$ cat config.mk
export PLATFORM = sky130hd
export DESIGN_NAME = fuse_read_ctrl
export DESIGN_NICKNAME = d
export VERILOG_FILES = /design/src/rtl/fuse_ctrl_pkg.sv /design/src/rtl/fuse_ctrl_fsm.sv /design/src/rtl/fuse_ctrl_dp.sv /design/src/rtl/fuse_read_ctrl.sv
export SDC_FILE = /design/constraint.sdc
export NUM_CORES = 1
export LEC_CHECK = 0
export BUFFER_PORTS_ARGS = -buffer_cell sky130_fd_sc_hd__buf_4
export CORE_AREA = 3 3 225 227
export CTS_CLUSTER_DIAMETER = 100
export CTS_CLUSTER_SIZE = 8
export DETAILED_ROUTE_END_ITERATION = 7
export DIE_AREA = 0 0 228 230
export PLACE_DENSITY = 0.42
export SYNTH_ARGS = -nofsm -noshare
export SYNTH_HDL_FRONTEND = slang
export SYNTH_HIERARCHICAL = 1
export SYNTH_SLANG_ARGS = --single-unit
export TNS_END_PERCENT = 5
$ cat constraint.sdc
create_clock -name clk -period 2 [get_ports clk]
set_input_delay 0.2 -clock clk [delete_from_list [all_inputs] [get_ports clk]]
set_output_delay 0.2 -clock clk [all_outputs]
set_load 0.02 [all_outputs]
$ cat src/rtl/fuse_ctrl_pkg.sv
package fuse_ctrl_pkg;
  localparam int OFF_CTRL   = 'h00;
  localparam int OFF_RDATA  = 'h04;
  localparam int OFF_WDATA  = 'h08;
  localparam int OFF_INDEX  = 'h0C;
  localparam int OFF_CMD    = 'h10;
  localparam int OFF_STATUS = 'h14;
  localparam int OFF_WTIME  = 'h20;
  localparam int OFF_RTIME  = 'h24;
  localparam int OFF_DEBNC  = 'h28;

  localparam int EN_BIT      = 6;
  localparam int CMD_PGM_BIT = 0;
  localparam int CMD_RD_BIT  = 1;
  localparam int CMD_CLR_BIT = 2;

  typedef struct packed {
    logic startRead;
    logic finishRead;
  } dpStrobe_t;
endpackage

$ cat src/rtl/fuse_ctrl_fsm.sv
module fuse_ctrl_fsm
  import fuse_ctrl_pkg::*;
#(
  parameter int TIMING_W = 8
) (
  input  logic                clk,
  input  logic                rstN,
  input  logic                enable,
  input  logic                cmdRead,
  input  logic                cmdPgm,
  input  logic                cmdClr,
  input  logic [TIMING_W-1:0] rdTiming,
  output logic                rdBusy,
  output logic                pgmBusy,
  output logic                doneFlag,
  output dpStrobe_t           strobe
);
  typedef enum logic {ST_IDLE, ST_READ} state_t;

  state_t              state;
  logic [TIMING_W-1:0] cnt;
  logic                idleOk;

  assign idleOk            = enable && (state == ST_IDLE) && !pgmBusy;
  assign strobe.startRead  = cmdRead && idleOk;
  assign strobe.finishRead = enable && (state == ST_READ) && (cnt == TIMING_W'(1));
  assign rdBusy            = (state == ST_READ);

  always_ff @(posedge clk) begin
    if (!rstN) begin
      state    <= ST_IDLE;
      cnt      <= '0;
      pgmBusy  <= 1'b0;
      doneFlag <= 1'b0;
    end else begin
      pgmBusy <= cmdPgm && !cmdRead && idleOk;
      if (!enable) begin
        state <= ST_IDLE;
        cnt   <= '0;
      end else begin
        case (state)
          ST_IDLE: if (strobe.startRead) begin
            state <= ST_READ;
            cnt   <= (rdTiming == '0) ? TIMING_W'(1) : rdTiming;
          end
          ST_READ: if (cnt == TIMING_W'(1)) state <= ST_IDLE;
                   else cnt <= cnt - TIMING_W'(1);
          default: state <= ST_IDLE;
        endcase
      end
      if (strobe.finishRead) doneFlag <= 1'b1;
      else if (cmdClr && enable) doneFlag <= 1'b0;
    end
  end

  // a read only begins from an enabled, idle controller
  p_start_from_standby_r3: assert property (@(posedge clk) disable iff (!rstN)
    $rose(rdBusy) |-> $past(enable && !pgmBusy));
  // done only falls after a clear command
  p_done_sticky_r6: assert property (@(posedge clk) disable iff (!rstN)
    $fell(doneFlag) |-> $past(cmdClr));
  // disabling ends any read by the next cycle
  p_disable_aborts_r7: assert property (@(posedge clk) disable iff (!rstN)
    !enable |=> !rdBusy);
  // program busy never lasts more than one cycle
  p_pgm_one_cycle_r9: assert property (@(posedge clk) disable iff (!rstN)
    pgmBusy |=> !pgmBusy);
endmodule

$ cat src/rtl/fuse_ctrl_dp.sv
module fuse_ctrl_dp
  import fuse_ctrl_pkg::*;
#(
  parameter int ADDR_W   = 6,
  parameter int TIMING_W = 8,
  parameter int BLOCKS   = 32,
  parameter int WORD_W   = 16
) (
  input  logic                     clk,
  input  logic                     rstN,
  input  logic [ADDR_W-1:0]        regAddr,
  input  logic                     regWe,
  input  logic [31:0]              regWdata,
  output logic [31:0]              regRdata,
  input  logic [BLOCKS*WORD_W-1:0] fuseImage,
  input  logic                     protectIn,
  input  dpStrobe_t                strobe,
  input  logic                     rdBusy,
  input  logic                     pgmBusy,
  input  logic                     doneFlag,
  output logic                     enable,
  output logic                     cmdRead,
  output logic                     cmdPgm,
  output logic                     cmdClr,
  output logic [TIMING_W-1:0]      rdTiming
);
  localparam int IDX_W = $clog2(BLOCKS);

  logic [WORD_W-1:0]   fuseWord [BLOCKS];
  logic [31:0]         writeData;
  logic [IDX_W-1:0]    blockIdx, latchedIdx;
  logic [TIMING_W-1:0] wrTiming, debCtrl;
  logic [WORD_W-1:0]   readData;
  logic                cmdHit;
  logic [31:0]         statusWord;

  for (genvar g = 0; g < BLOCKS; g++) begin : g_word
    assign fuseWord[g] = fuseImage[g*WORD_W +: WORD_W];
  end

  assign cmdHit  = regWe && (regAddr == ADDR_W'(OFF_CMD));
  assign cmdRead = cmdHit && regWdata[CMD_RD_BIT];
  assign cmdPgm  = cmdHit && regWdata[CMD_PGM_BIT];
  assign cmdClr  = cmdHit && regWdata[CMD_CLR_BIT];

  assign statusWord = {27'd0, doneFlag, protectIn, !rdBusy && !pgmBusy, rdBusy, pgmBusy};

  always_ff @(posedge clk) begin
    if (!rstN) begin
      enable     <= 1'b0;
      writeData  <= '0;
      blockIdx   <= '0;
      latchedIdx <= '0;
      wrTiming   <= '0;
      rdTiming   <= '0;
      debCtrl    <= '0;
      readData   <= '0;
    end else begin
      if (regWe) begin
        case (int'(regAddr))
          OFF_CTRL:  enable    <= regWdata[EN_BIT];
          OFF_WDATA: writeData <= regWdata;
          OFF_INDEX: blockIdx  <= regWdata[IDX_W-1:0];
          OFF_WTIME: wrTiming  <= regWdata[TIMING_W-1:0];
          OFF_RTIME: rdTiming  <= regWdata[TIMING_W-1:0];
          OFF_DEBNC: debCtrl   <= regWdata[TIMING_W-1:0];
          default: ;
        endcase
      end
      if (strobe.startRead)  latchedIdx <= blockIdx;
      if (strobe.finishRead) readData   <= fuseWord[latchedIdx];
    end
  end

  always_comb begin
    regRdata = '0;
    case (int'(regAddr))
      OFF_CTRL:   regRdata[EN_BIT] = enable;
      OFF_RDATA:  regRdata = 32'(readData);
      OFF_WDATA:  regRdata = writeData;
      OFF_INDEX:  regRdata = 32'(blockIdx);
      OFF_STATUS: regRdata = statusWord;
      OFF_WTIME:  regRdata = 32'(wrTiming);
      OFF_RTIME:  regRdata = 32'(rdTiming);
      OFF_DEBNC:  regRdata = 32'(debCtrl);
      default:    regRdata = '0;
    endcase
  end

  // read data changes only on a completing read
  p_data_hold_r6: assert property (@(posedge clk) disable iff (!rstN)
    !strobe.finishRead |=> $stable(readData));
  // the captured block number stays fixed while a read is running
  p_index_hold_r5: assert property (@(posedge clk) disable iff (!rstN)
    rdBusy && !strobe.startRead |=> $stable(latchedIdx));
endmodule

$ cat src/rtl/fuse_read_ctrl.sv
module fuse_read_ctrl
  import fuse_ctrl_pkg::*;
#(
  parameter int ADDR_W   = 6,
  parameter int TIMING_W = 8,
  parameter int BLOCKS   = 32,
  parameter int WORD_W   = 16
) (
  input  logic                     clk,
  input  logic                     rstN,
  input  logic [ADDR_W-1:0]        regAddr,
  input  logic                     regWe,
  input  logic [31:0]              regWdata,
  output logic [31:0]              regRdata,
  input  logic [BLOCKS*WORD_W-1:0] fuseImage,
  input  logic                     protectIn
);
  dpStrobe_t           strobe;
  logic                enable, cmdRead, cmdPgm, cmdClr;
  logic                rdBusy, pgmBusy, doneFlag;
  logic [TIMING_W-1:0] rdTiming;

  fuse_ctrl_fsm #(.TIMING_W(TIMING_W)) u_fsm (
    .clk(clk), .rstN(rstN), .enable(enable), .cmdRead(cmdRead),
    .cmdPgm(cmdPgm), .cmdClr(cmdClr), .rdTiming(rdTiming),
    .rdBusy(rdBusy), .pgmBusy(pgmBusy), .doneFlag(doneFlag), .strobe(strobe)
  );

  fuse_ctrl_dp #(.ADDR_W(ADDR_W), .TIMING_W(TIMING_W), .BLOCKS(BLOCKS), .WORD_W(WORD_W)) u_dp (
    .clk(clk), .rstN(rstN), .regAddr(regAddr), .regWe(regWe),
    .regWdata(regWdata), .regRdata(regRdata), .fuseImage(fuseImage),
    .protectIn(protectIn), .strobe(strobe), .rdBusy(rdBusy),
    .pgmBusy(pgmBusy), .doneFlag(doneFlag), .enable(enable),
    .cmdRead(cmdRead), .cmdPgm(cmdPgm), .cmdClr(cmdClr), .rdTiming(rdTiming)
  );
endmodule

Yosys cells after proc, flatten, opt, wreduce, memory -nomap -nowiden
Cells that the tools add are included.
{ "word_totals": {"register_bits": 94, "inputBits": 554, "word_cells": 69} }
{ "op_classes": {"addsub": 1, "order_cmp": 1, "eq_ne": 11, "mux": 15, "bitwise_logic": 2, "n_reduce_logical": 27} }
{ "op_table": {"columns": ["op", "n"], "rows": [
  ["25-bit one-hot mux with 5 select lines", 1],
  ["16-bit binary-select mux with 5-bit select", 1],
  ["6-bit one-hot mux with 7 select lines", 1],
  ["16-bit two-way mux", 2],
  ["8-bit two-way mux", 3],
  ["6-bit == test (second input constant)", 3],
  ["8-bit one-hot mux with 2 select lines", 1],
  ["2-bit AND reduction", 8],
  ["1-bit logical AND", 13],
  ["6-bit by 4-bit == test with 1-bit output (second input constant)", 2],
  ["6-bit by 5-bit == test with 1-bit output (second input constant)", 2],
  ["8-bit by 1-bit == test with 1-bit output (second input constant)", 1],
  ["8-bit logical NOT", 1],
  ["8-bit by 1-bit subtractor with 8-bit output (second input constant)", 1],
  ["6-bit by 3-bit == test with 1-bit output (second input constant)", 1],
  ["6-bit >= comparator (second input constant)", 1],
  ["6-bit logical NOT", 1],
  ["5-bit inverter with 6-bit output", 1],
  ["1-bit one-hot mux with 6 select lines", 1],
  ["1-bit two-way mux", 4],
  ["2-bit != test (second input constant)", 2],
  ["1-bit logical NOT", 3],
  ["1-bit one-hot mux with 2 select lines", 1],
  ["2-bit nonzero test", 1],
  ["1-bit inverter", 1]
]} }

Longest topological paths before layout
{ "depth": {"word_depth": 6, "mapped_depth": 9, "mapped_depth_nobuf": 7} }

By module
Netlist, hierarchy kept.
{ "by_module_without_submodules": {"columns": ["mod", "instances", "cells_each", "area_each_um2", "seq_area_each_um2"], "rows": [
  ["fuse_ctrl_dp", 1, 959, 8107.8, 1661.6],
  ["fuse_ctrl_fsm", 1, 87, 711.9, 220.2]
]} }

Worst setup path after synthesis
No wires, ideal clock.
{ "synth_path": {"path_kind": "in2reg", "from": "input regAddr[5]", "to": "register u_fsm.cnt[0]", "arrival_time_ps": 2054, "t_required_ps": 1926, "path_slack_ps": -129, "cell_stages": 7, "path_buffers": 0, "cell_sequence": "or4b_2 -> nor2b_1 -> and2_1 -> nand2_1 -> o21a_1 -> or4_1 -> a31oi_1"} }
{ "synth_between": {"elab_chain_len": 6} }
{ "synth_rtl": {"columns": ["item", "line", "source"], "rows": [
  ["start, declared", "fuse_read_ctrl.sv:11", "input logic [ADDR_W-1:0] regAddr,"],
  ["6-bit by 5-bit == test with 1-bit output", "fuse_ctrl_dp.sv:41", "assign cmdHit = regWe && (regAddr == ADDR_W'(OFF_CMD));"],
  ["1-bit logical AND", "fuse_ctrl_dp.sv:41", null],
  ["1-bit logical AND", "fuse_ctrl_dp.sv:42", "assign cmdRead = cmdHit && regWdata[CMD_RD_BIT];"],
  ["via cmdRead", "fuse_read_ctrl.sv:19", "logic enable, cmdRead, cmdPgm, cmdClr;"],
  ["1-bit logical AND", "fuse_ctrl_fsm.sv:25", "assign strobe.startRead = cmdRead && idleOk;"],
  ["2-bit != test (no source line)", null, null],
  ["2-bit AND reduction (no source line)", null, null],
  ["end signal, assigned", "fuse_ctrl_fsm.sv:44", "cnt <= (rdTiming == '0) ? TIMING_W'(1) : rdTiming;"],
  ["end signal, assigned", "fuse_ctrl_fsm.sv:47", "else cnt <= cnt - TIMING_W'(1);"],
  ["end, declared", "fuse_ctrl_fsm.sv:21", "logic [TIMING_W-1:0] cnt;"]
]} }
The timed path passes the listed nets, and every way through them passes these cells.
A chain may end at the register's enable or synchronous reset.

Final worst setup path
{ "layout_path": {"from": "register u_dp.latchedIdx[0]", "to": "register u_dp.readData[14]"} }
{ "layout_between": {"elab_chain_len": 4} }
{ "layout_rtl": {"columns": ["item", "line", "source"], "rows": [
  ["start, declared", "fuse_ctrl_dp.sv:31", "logic [IDX_W-1:0] blockIdx, latchedIdx;"],
  ["start signal, assigned", "fuse_ctrl_dp.sv:70", "if (strobe.startRead) latchedIdx <= blockIdx;"],
  ["5-bit inverter with 6-bit output (not written as such)", "fuse_ctrl_dp.sv:71", "if (strobe.finishRead) readData <= fuseWord[latchedIdx];"],
  ["16-bit binary-select mux with 5-bit select", "fuse_ctrl_dp.sv:71", null],
  ["16-bit two-way mux (not written as such) (2 in series)", "fuse_ctrl_dp.sv:71", null],
  ["end signal, assigned", "fuse_ctrl_dp.sv:71", null],
  ["end, declared", "fuse_ctrl_dp.sv:33", "logic [WORD_W-1:0] readData;"]
]} }
Every way passes these cells. The select of a mux whose other input is x is not followed.

==> results.tsv <==
metric	value	unit
die height	230	µm
Ys Warns	6	
number of remaining DRC errors	0	
status	finished, violations left	
worst-path maximum fanout	5	
Worst-path clk slew	0.07	ns
Synth top area share	0.330	
Die Wd	228	µm
crit-path cells	buf_12 > buf_12 > buf_12 > buf_16 > mux2i_1 > a22oi_1 > a21oi_2 > or4_4 > a21oi_2	
commonest cells after routing, fill and taps aside	buf_4 (714), mux2i_1 (278), a22oi_1 (95), dfxtp_1 (91), nand2_1 (85)	
max-cap violations	0	
number of clock sinks seen by CTS	94	
commonest non-fill, non-tap cell in the layout	buf_4	
starting DRC count in detailed routing	585	
min-delay worst type	in2reg	
largest stage delay on the critical path	0.55	ns
async set-reset flop share out of synthesis	0	
PD cells	315	mW/mm²
DR vias	11100	
Core Region	0.0488	mm²
Post-synth EDFFs	0	
slowest cell on the critical path	or4_4	
Area Growth Syn to Fin	82.8	%
Netlist cell types	53	
final total power	5.08	mW
clock root buffer	clkbuf_16	
# setup viols final	16	
GRT Total Usage	0.221	
GRT Residual Overflow	0	
most frequent CP cell	buf_12	
Top FF cell, synth	dfxtp_1	
Yosys top cell by area	mux2i_1	
CP endpoint kind	register	
Syn Area/Cell	8.43	µm²
cts hold-fix bufs	0	
vias in the first global route	11400	
Mapped Cells	1046	
layout cell share with drive strength beyond 1	0.521	
Final min period	2.16	ns
CTS tree	yes	
nature of the critical path startpoint	register	
drt pass-1 iters	5	
WL/cell	25.8	µm
clk_skew	0.00962	ns
Die ar.	0.0524	mm²
H-tree Lvls	3	
Area contributors post-synth	mux2i_1 (33%), dfxtp_1 (21%), a22oi_1 (11%), a21oi_1 (5.3%), nand2_1 (3.6%)	
fin crit share	1.08	
num ports	586	
Max transition margin	0.607	
failing checks	negative setup slack	
RSZ-0062 raised after global routing	true	
Synth Register Bits	94	
achievable frequency	462	MHz
Worst EP required	2.30	ns
Via density	4.66	
initial core utilization	0.181	
GPL Wtd Cong	0.911	
Leak	6.37	nW
Mapped Area	0.00882	mm²
Worst-Skew Late Latency	0.36	ns
Slew Viols, Final	0	
Peak supply drop	0.426	mV
dpl ws	-0.390	ns
DP HPWL	50.9	mm
post-synthesis sequential area ratio	0.213	
DRT antenna net count	0	
post-synthesis net count	1602	
largest net degree at the start of global routing	41	
setup ws final	-0.164	ns
PortBufs	585	
initial antenna violation count	9	
Max Root-Sink Buffers	2	
final WL	61.8	mm
WS Path Type	reg2reg	
std cell rows	81	
Fillers	5221	
CTS Buf Count	9	
crit path DAT	2.46	ns
first-pass GRT wire length	84.2	mm
Hold Violations, Final	0	
Worst Tran Pin Value	0.583	ns
Layout Nets	2269	
[cell type report]
| type | count | area, µm² | area share |
|---|---|---|---|
| Multi-Input combinational cell | 845 | 6810 | 0.422 |
| Clock buffer | 9 | 225 | 0.0140 |
| Timing Repair Buffer | 759 | 6260 | 0.388 |
| Antenna cell | 10 | 25.0 | 0.00155 |
| Clock inverter | 7 | 72.6 | 0.00450 |
| Inverter | 4 | 15.0 | 0.000931 |
| Sequential cell | 94 | 1890 | 0.117 |
| Tap cell | 664 | 831 | 0.0515 |
[final timing paths]
check / start / depth (start not counted) / slack, ns / end
min: regWdata[18] / 3 / 0.08 / u_dp/writeData[18]
max reg2reg: u_dp/latchedIdx[0] / 9 / -0.16 / u_dp/readData[14]
max: u_dp/latchedIdx[0] / 9 / -0.16 / u_dp/readData[14]
min reg2reg: u_dp/writeData[21] / 2 / 0.45 / u_dp/writeData[21]
[through the flow]
stage | TNS (ns) | cell area, µm² | hold WS [ns] | instances | util
global route | -3.33 | 16100 | 0.0656 | 2389 | 0.330
finish | -2.21 | 16100 | 0.0768 | 2392 | 0.330
detailed placement | -7.03 | 14800 | 0.440 | 2327 | 0.303
CTS | -2.12 | 15700 | 0.0575 | 2366 | 0.321
global placement | -7.38 | 14800 | 0.436 | 2327 | 0.303
floorplan | 0 | 8820 | 0.318 | 1046 | -
[metal layers]
metal,global-route usage,vias up,part of all wire
met1,0.271,5359,0.41
met5,0,-,0.00015
met2,0.388,412,0.51
li1,-,5320,-
met4,0.0724,2,0.025
met3,0.0451,55,0.055
[sequential cells by signal, indices dropped and copies added (netlist names)]
name / count
u_dp/debCtrl: 8
u_dp/latchedIdx: 5
u_dp/readData: 16
u_dp/wrTiming: 8
u_dp/writeData: 32
u_fsm/cnt: 8
u_dp/blockIdx: 5
u_fsm/pgmBusy: 1
u_dp/rdTiming: 8
u_dp/enable: 1
u_fsm/doneFlag: 1
u_fsm/rdBusy: 1
[critical path, delay by kind of cell (launching register included)]
kind / cells / cell delay, ns
AO/OA/AOI/OAI: 3 / 0.46
AND/OR/NAND/NOR: 1 / 0.55
buffers and inverters: 4 / 0.55
multiplexers: 1 / 0.16
flip-flops: 1 / 0.39
[synth_stat cells (all sizes together), types with 2 or more instances]
cell type / instances
mux2i: 291
a22oi: 135
a21oi: 94
dfxtp: 94
nand2: 86
clkbuf: 61
a21boi: 42
buf: 42
nor2b: 34
o21ai: 27
and3: 19
or4: 17
nor2: 16
a22o: 13
nand3: 12
nor3: 9
and2: 8
mux2: 5
nor4: 5
inv: 4
a32oi: 3
nand2b: 3
o31ai: 3
o32ai: 3
a31oi: 2
and4: 2
ha: 2
nor3b: 2
o21a: 2
o311ai: 2
or2: 2
or3: 2
[cell families after synthesis]
| logic type | after synthesis | synth area share |
|---|---|---|
| AO/OA/AOI/OAI | 329 | 0.250 |
| multiplexers | 296 | 0.337 |
| AND/OR/NAND/NOR | 218 | 0.129 |
| buffers and inverters | 107 | 0.0675 |
| flip-flops | 94 | 0.213 |
| adder cells (fa/ha/maj) | 2 | 0.00284 |
[report_power, final]
group / switching (mW) / total (mW) / leakage [nW] / internal [mW]
Combinational: 0.519 / 1.44 / 5.46 / 0.917
Clock: 0.895 / 1.77 / 0.146 / 0.876
Sequential: 0.00315 / 1.88 / 0.759 / 1.87
Total: 1.42 / 5.08 / 6.37 / 3.67
[what timing repair did]
action,CTS,global route
pin swaps,16,39
cloned,4,3
hold endpoints to repair,0,0
setup endpoints to repair,20,27
gates resized for setup,70,57
setup buffers,20,14
No activity file was read; power rests on OpenSTA's default activity.
